## src/rtl/vstrip_seq.sv

```systemverilog
module vstrip_seq #(
  parameter int MAX_VL     = 64,
  parameter int CNT_W      = 16,
  parameter int PTR_W      = 32,
  parameter int ELEM_BYTES = 8,
  localparam int VL_LOG    = $clog2(MAX_VL),
  localparam int LEN_W     = VL_LOG + 1
) (
  input  logic             clk,
  input  logic             rst_n,
  input  logic             start,
  input  logic [CNT_W-1:0] count,
  input  logic [PTR_W-1:0] src_a_base,
  input  logic [PTR_W-1:0] src_b_base,
  input  logic [PTR_W-1:0] dst_base,
  output logic             strip_valid,
  output logic [LEN_W-1:0] strip_len,
  output logic [PTR_W-1:0] strip_src_a,
  output logic [PTR_W-1:0] strip_src_b,
  output logic [PTR_W-1:0] strip_dst,
  input  logic             strip_ack,
  output logic             done
);

  typedef enum logic [1:0] {S_IDLE, S_RUN, S_FIN} state_t;

  localparam logic [LEN_W-1:0] FULL_LEN = LEN_W'(MAX_VL);

  state_t           state;
  logic [CNT_W-1:0] remain;
  logic [CNT_W-1:0] remain_next;
  logic [LEN_W-1:0] first_len;
  logic [PTR_W-1:0] bump;

  assign first_len   = (count[VL_LOG-1:0] == '0) ? FULL_LEN : {1'b0, count[VL_LOG-1:0]};
  assign remain_next = remain - CNT_W'(strip_len);
  assign bump        = PTR_W'(strip_len) * PTR_W'(ELEM_BYTES);
  assign strip_valid = (state == S_RUN);
  assign done        = (state == S_FIN);

  always_ff @(posedge clk) begin
    if (!rst_n) begin
      state       <= S_IDLE;
      remain      <= '0;
      strip_len   <= '0;
      strip_src_a <= '0;
      strip_src_b <= '0;
      strip_dst   <= '0;
    end else begin
      case (state)
        S_IDLE: if (start) begin
          remain      <= count;
          strip_len   <= first_len;
          strip_src_a <= src_a_base;
          strip_src_b <= src_b_base;
          strip_dst   <= dst_base;
          state       <= (count == '0) ? S_FIN : S_RUN;
        end
        S_RUN: if (strip_ack) begin
          remain      <= remain_next;
          strip_src_a <= strip_src_a + bump;
          strip_src_b <= strip_src_b + bump;
          strip_dst   <= strip_dst + bump;
          strip_len   <= FULL_LEN;
          if (remain_next == '0) state <= S_FIN;
        end
        default: state <= S_IDLE;
      endcase
    end
  end

endmodule

```

## config.mk

```make
export PLATFORM = sky130hd
export DESIGN_NAME = vstrip_seq
export DESIGN_NICKNAME = d
export VERILOG_FILES = /design/src/rtl/vstrip_seq.sv
export SDC_FILE = /design/constraint.sdc
export NUM_CORES = 1
export LEC_CHECK = 0
export ABC_AREA = 1
export CELL_PAD_IN_SITES_DETAIL_PLACEMENT = 0
export CELL_PAD_IN_SITES_GLOBAL_PLACEMENT = 1
export CORE_ASPECT_RATIO = 1.5
export CORE_MARGIN = 2
export CORE_UTILIZATION = 48
export CTS_CLUSTER_DIAMETER = 50
export DETAILED_ROUTE_END_ITERATION = 10
export DONT_BUFFER_PORTS = 1
export PLACE_DENSITY = 0.95
export SYNTH_ARGS = -nofsm -noshare
export SYNTH_HDL_FRONTEND = slang
export SYNTH_SLANG_ARGS = --single-unit
export TNS_END_PERCENT = 100
```

## constraint.sdc

```tcl
create_clock -name clk -period 7.05 [get_ports clk]
set_clock_uncertainty 0.15 [all_clocks]
set_input_delay 0.3525 -clock clk [delete_from_list [all_inputs] [get_ports clk]]
set_output_delay 0.3525 -clock clk [all_outputs]
set_load 0.005 [all_outputs]
```

==> metrics.txt <==
Port-buffer cells=0; power share of the sequential group=0.351; die footprint=18,700 sq um; global routing's busiest layer=met2; Post-Syn Area=about 8500 sq um; Worst path most repeated cell=buf_4; TritonCTS Sinks=~120; wirelength, routed=around 28,000 um; combinational cell fraction of total power=0.319; mux share of post-synthesis cell area=0; EDFF count, synth=0; capture instance of the worst register-to-register path=strip_src_b[14]; CP max stage delay=0.70 ns; library cell occupying the most area in the post-synthesis netlist=dfxtp_1; final setup vio count=0; largest driver fanout on the critical path=87; switching part of the total=0.396; GRT overflow=0; Worst R2R Path Depth=12; source-to-sink clock delay at the later pin of the worst-skew pair=roughly 0.43 ns; worst path buffer plus inverter count=6; worst-case headroom to the max-slew limit=0.341; transition time at the pin with the least slew margin=0.989 ns; Design Area, Final=a little under 10,000 sq um; cell with the largest stage delay on the worst path=buf_4; area share of and/or/nand/nor cells after synthesis=0.346; pre-CTS WS=3.28 ns; TNS Setup=0 ns; vias post-DR=a little over 9,000; Avg Vias per Cell=approximately 5.7; largest family of logic cells by synthesized area=simple AND/OR/NAND/NOR gates; met1 routing resource usage after global routing=0.322; vias in the first global route=roughly 9,000; Cell Int Power=approximately 1.7 mW; Hold Path Class=input port to flop; share of layout cells above drive strength 1=0.0538; clock transition time at the flip-flop clock pins of the worst setup and hold paths=approximately 0.060 ns; fraction of the mapped netlist area in compound gates=0.200; number of synthesized register bits=between 100 and 150; worst reg2reg path startpoint=state[0]; share of Yosys cell area claimed by the top area cell type=0.286; depth of the CTS H-tree=4; Post-Place Cell Area=8520 sq um; Syn-to-layout area delta=15.1%; share of the clock period used by the worst path after layout=0.543; I/O pins=between 200 and 250; Hold Path Depth=2; clock share of power=0.330; number of rows in the core area=59; synthesized instance count=between 1,000 and 1,500; leakage power figure=just under 4 nW; crit path launch type=flop; largest vdd supply drop=0.218 mV; Total Nets Final=1,530; area of the core region=approximately 17,000 sq um; critical path endpoint=strip_src_b[14]; die width=112 um; net count after synthesis=around 1,500; total of max-cap violations=0; Final min period=3.83 ns; buffers inserted by post-CTS timing repair=0; async set-or-reset flop fraction in the synthesized netlist=0; Worst Path Required=7.26 ns; area share of fa/ha/maj cells after synthesis=0.0509; type of the worst setup path=flop to flop; TritonCTS clock tree=built; endpoints failing hold=0; drc violations=0; slack of the critical path=roughly 3.2 ns; starting utilization of the core area=0.488; pwr/cell area=between 200 and 300 nW/um^2; detailed-route wire length per cell=between 15 and 20 um; post-DP HPWL=around 19,000 um; flop2flop setup slack=roughly 3.2 ns; Pre-Repair DR Iteration Count=8; buffers from clock root to sink, at most=2; power spent charging and discharging nets=roughly 1.1 mW; FMAX=around 260 MHz; GP Congestion=approximately 0.91; GR Util met2=0.517; antenna diode instance count=0; RSZ-0062 raised after global routing=false; maximum number of pins on one net before global-route repair=88; DIE HEIGHT=approximately 170 um; synth top area cells=dfxtp_1 (29%), nand2_1 (15%), nor2_1 (8.1%); post-synthesis sequential area ratio=0.286; Yosys warning total=0; type of destination of the critical path=flop; most frequently used flop master after synthesis=dfxtp_1; minimum hold slack=0.0185 ns; wire length of the first global-routing pass=44,400 um; met3 Resource Use GR=0.0750; fin. max-slew vios=0; clock root cell=clkbuf_16; aggregate global-route resource usage=0.292; fraction of synthesized cell area in xor and xnor cells=0.0311; Iteration-0 DRC Markers=just under 600; Synth cell types=48; mean cell area of the mapped netlist=6.24 sq um; critical path, cell by cell=buf_4 -> inv_2 -> nor2_4 -> buf_4 -> inv_2 -> nor2_4 -> nor2_4 -> buf_4 -> buf_4 -> a31oi_1 -> o21ai_0 -> a21oi_1; ANT nets after route=0; Worst EP arrival=just over 4 ns; result of the run=completed; beginning of the critical path=state[0]; initial antenna violation count=0; Num CTS Buffers=17; Worst path top cell family by delay=buffers and inverters; logic depth of the worst path, buffers included=12
[per-stage QoR]
stage	utilization	std cells	total power [mW]
final	0.561	1608	2.74
after CTS	0.561	1608	2.74
after detailed placement	0.491	1516	1.80
after global routing	0.561	1608	2.92
after global placement	0.491	1516	1.78
after floorplan	-	1355	1.59
[state kept, by name (all words and copies together) (netlist names)]
signal       count
remain          16
state            2
strip_dst       32
strip_len        7
strip_src_a     32
strip_src_b     32
[logic make-up (layout without fill, tap and decap cells)]
family / count (synthesis) / after routing
adders and majority gates: 32 / 32
xor gates and xnor gates: 30 / 30
DFF: 121 / 121
and+or+nand+nor: 686 / 686
AOI/OAI and AO/OA: 304 / 304
buffers and inverters: 182 / 222
[cell usage after synthesis, types with 10 or more instances]
library cell and number:
a211oi_1 10, a21oi_1 133, buf_2 22, clkbuf_1 29, dfxtp_1 121, ha_1 28
inv_1 115, nand2_1 332, nand3_1 82, nand4_1 22, nor2_1 182, nor3_1 24
o211ai_1 21, o21ai_0 96, o22ai_1 11, xor2_1 21
[placed cells by master, fill, tap and decap left out, types with 7 or more instances in the layout]
cell,instances
a211oi_1,10
a21oi_1,133
a31oi_1,9
buf_4,7
clkbuf_16,17
dfxtp_1,120
dlygate4sd3_1,59
ha_1,28
inv_1,114
inv_2,7
nand2_1,332
nand3_1,82
nand3b_1,9
nand4_1,22
nor2_1,182
nor3_1,24
o211ai_1,21
o21ai_0,96
o21ai_1,7
o22ai_1,11
xnor2_1,9
xor2_1,21
[layer usage]
metal / routed length [um] / part of all wire
met4: 1190 / 0.043
met5: 0 / 0
met3: 2120 / 0.076
met1: 10600 / 0.38
met2: 13800 / 0.50
[how the worst min path moves through the flow]
stage	slack [ns]	startpoint	to
finish	0.02	src_b_base[16]	strip_src_b[16]
global route	0.01	dst_base[11]	strip_dst[11]
CTS	0.003	src_a_base[10]	strip_src_a[10]
detailed placement	0.32	remain[15]	remain[15]
global placement	0.31	remain[15]	remain[15]
floorplan	0.30	remain[15]	remain[15]
[cell type report]
cell class / count / area (sq um)
clock buffer: 17 / 425
clock inverter: 15 / 179
fill: 1718 / 7610
inverter: 123 / 462
multi-input combinational: 1052 / 5320
sequential: 121 / 2430
tap: 213 / 267
timing repair buffer: 67 / 663
[power by group through the flow]
| stage | Combinational [mW] | Sequential (mW) | Clock (mW) |
|---|---|---|---|
| after floorplan | 0.679 | 0.911 | 0 |
| after global placement | 0.809 | 0.974 | 0 |
| after detailed placement | 0.826 | 0.975 | 0 |
| after CTS | 0.864 | 0.961 | 0.914 |
| after global routing | 0.995 | 0.978 | 0.941 |
| final | 0.874 | 0.964 | 0.907 |
[timing repair]
action / in CTS / in global routing
gates resized for setup: 0 / 0
endpoints found under the hold margin: 66 / 0
hold buffers: 60 / 0
(Power assumes the default switching activity.)
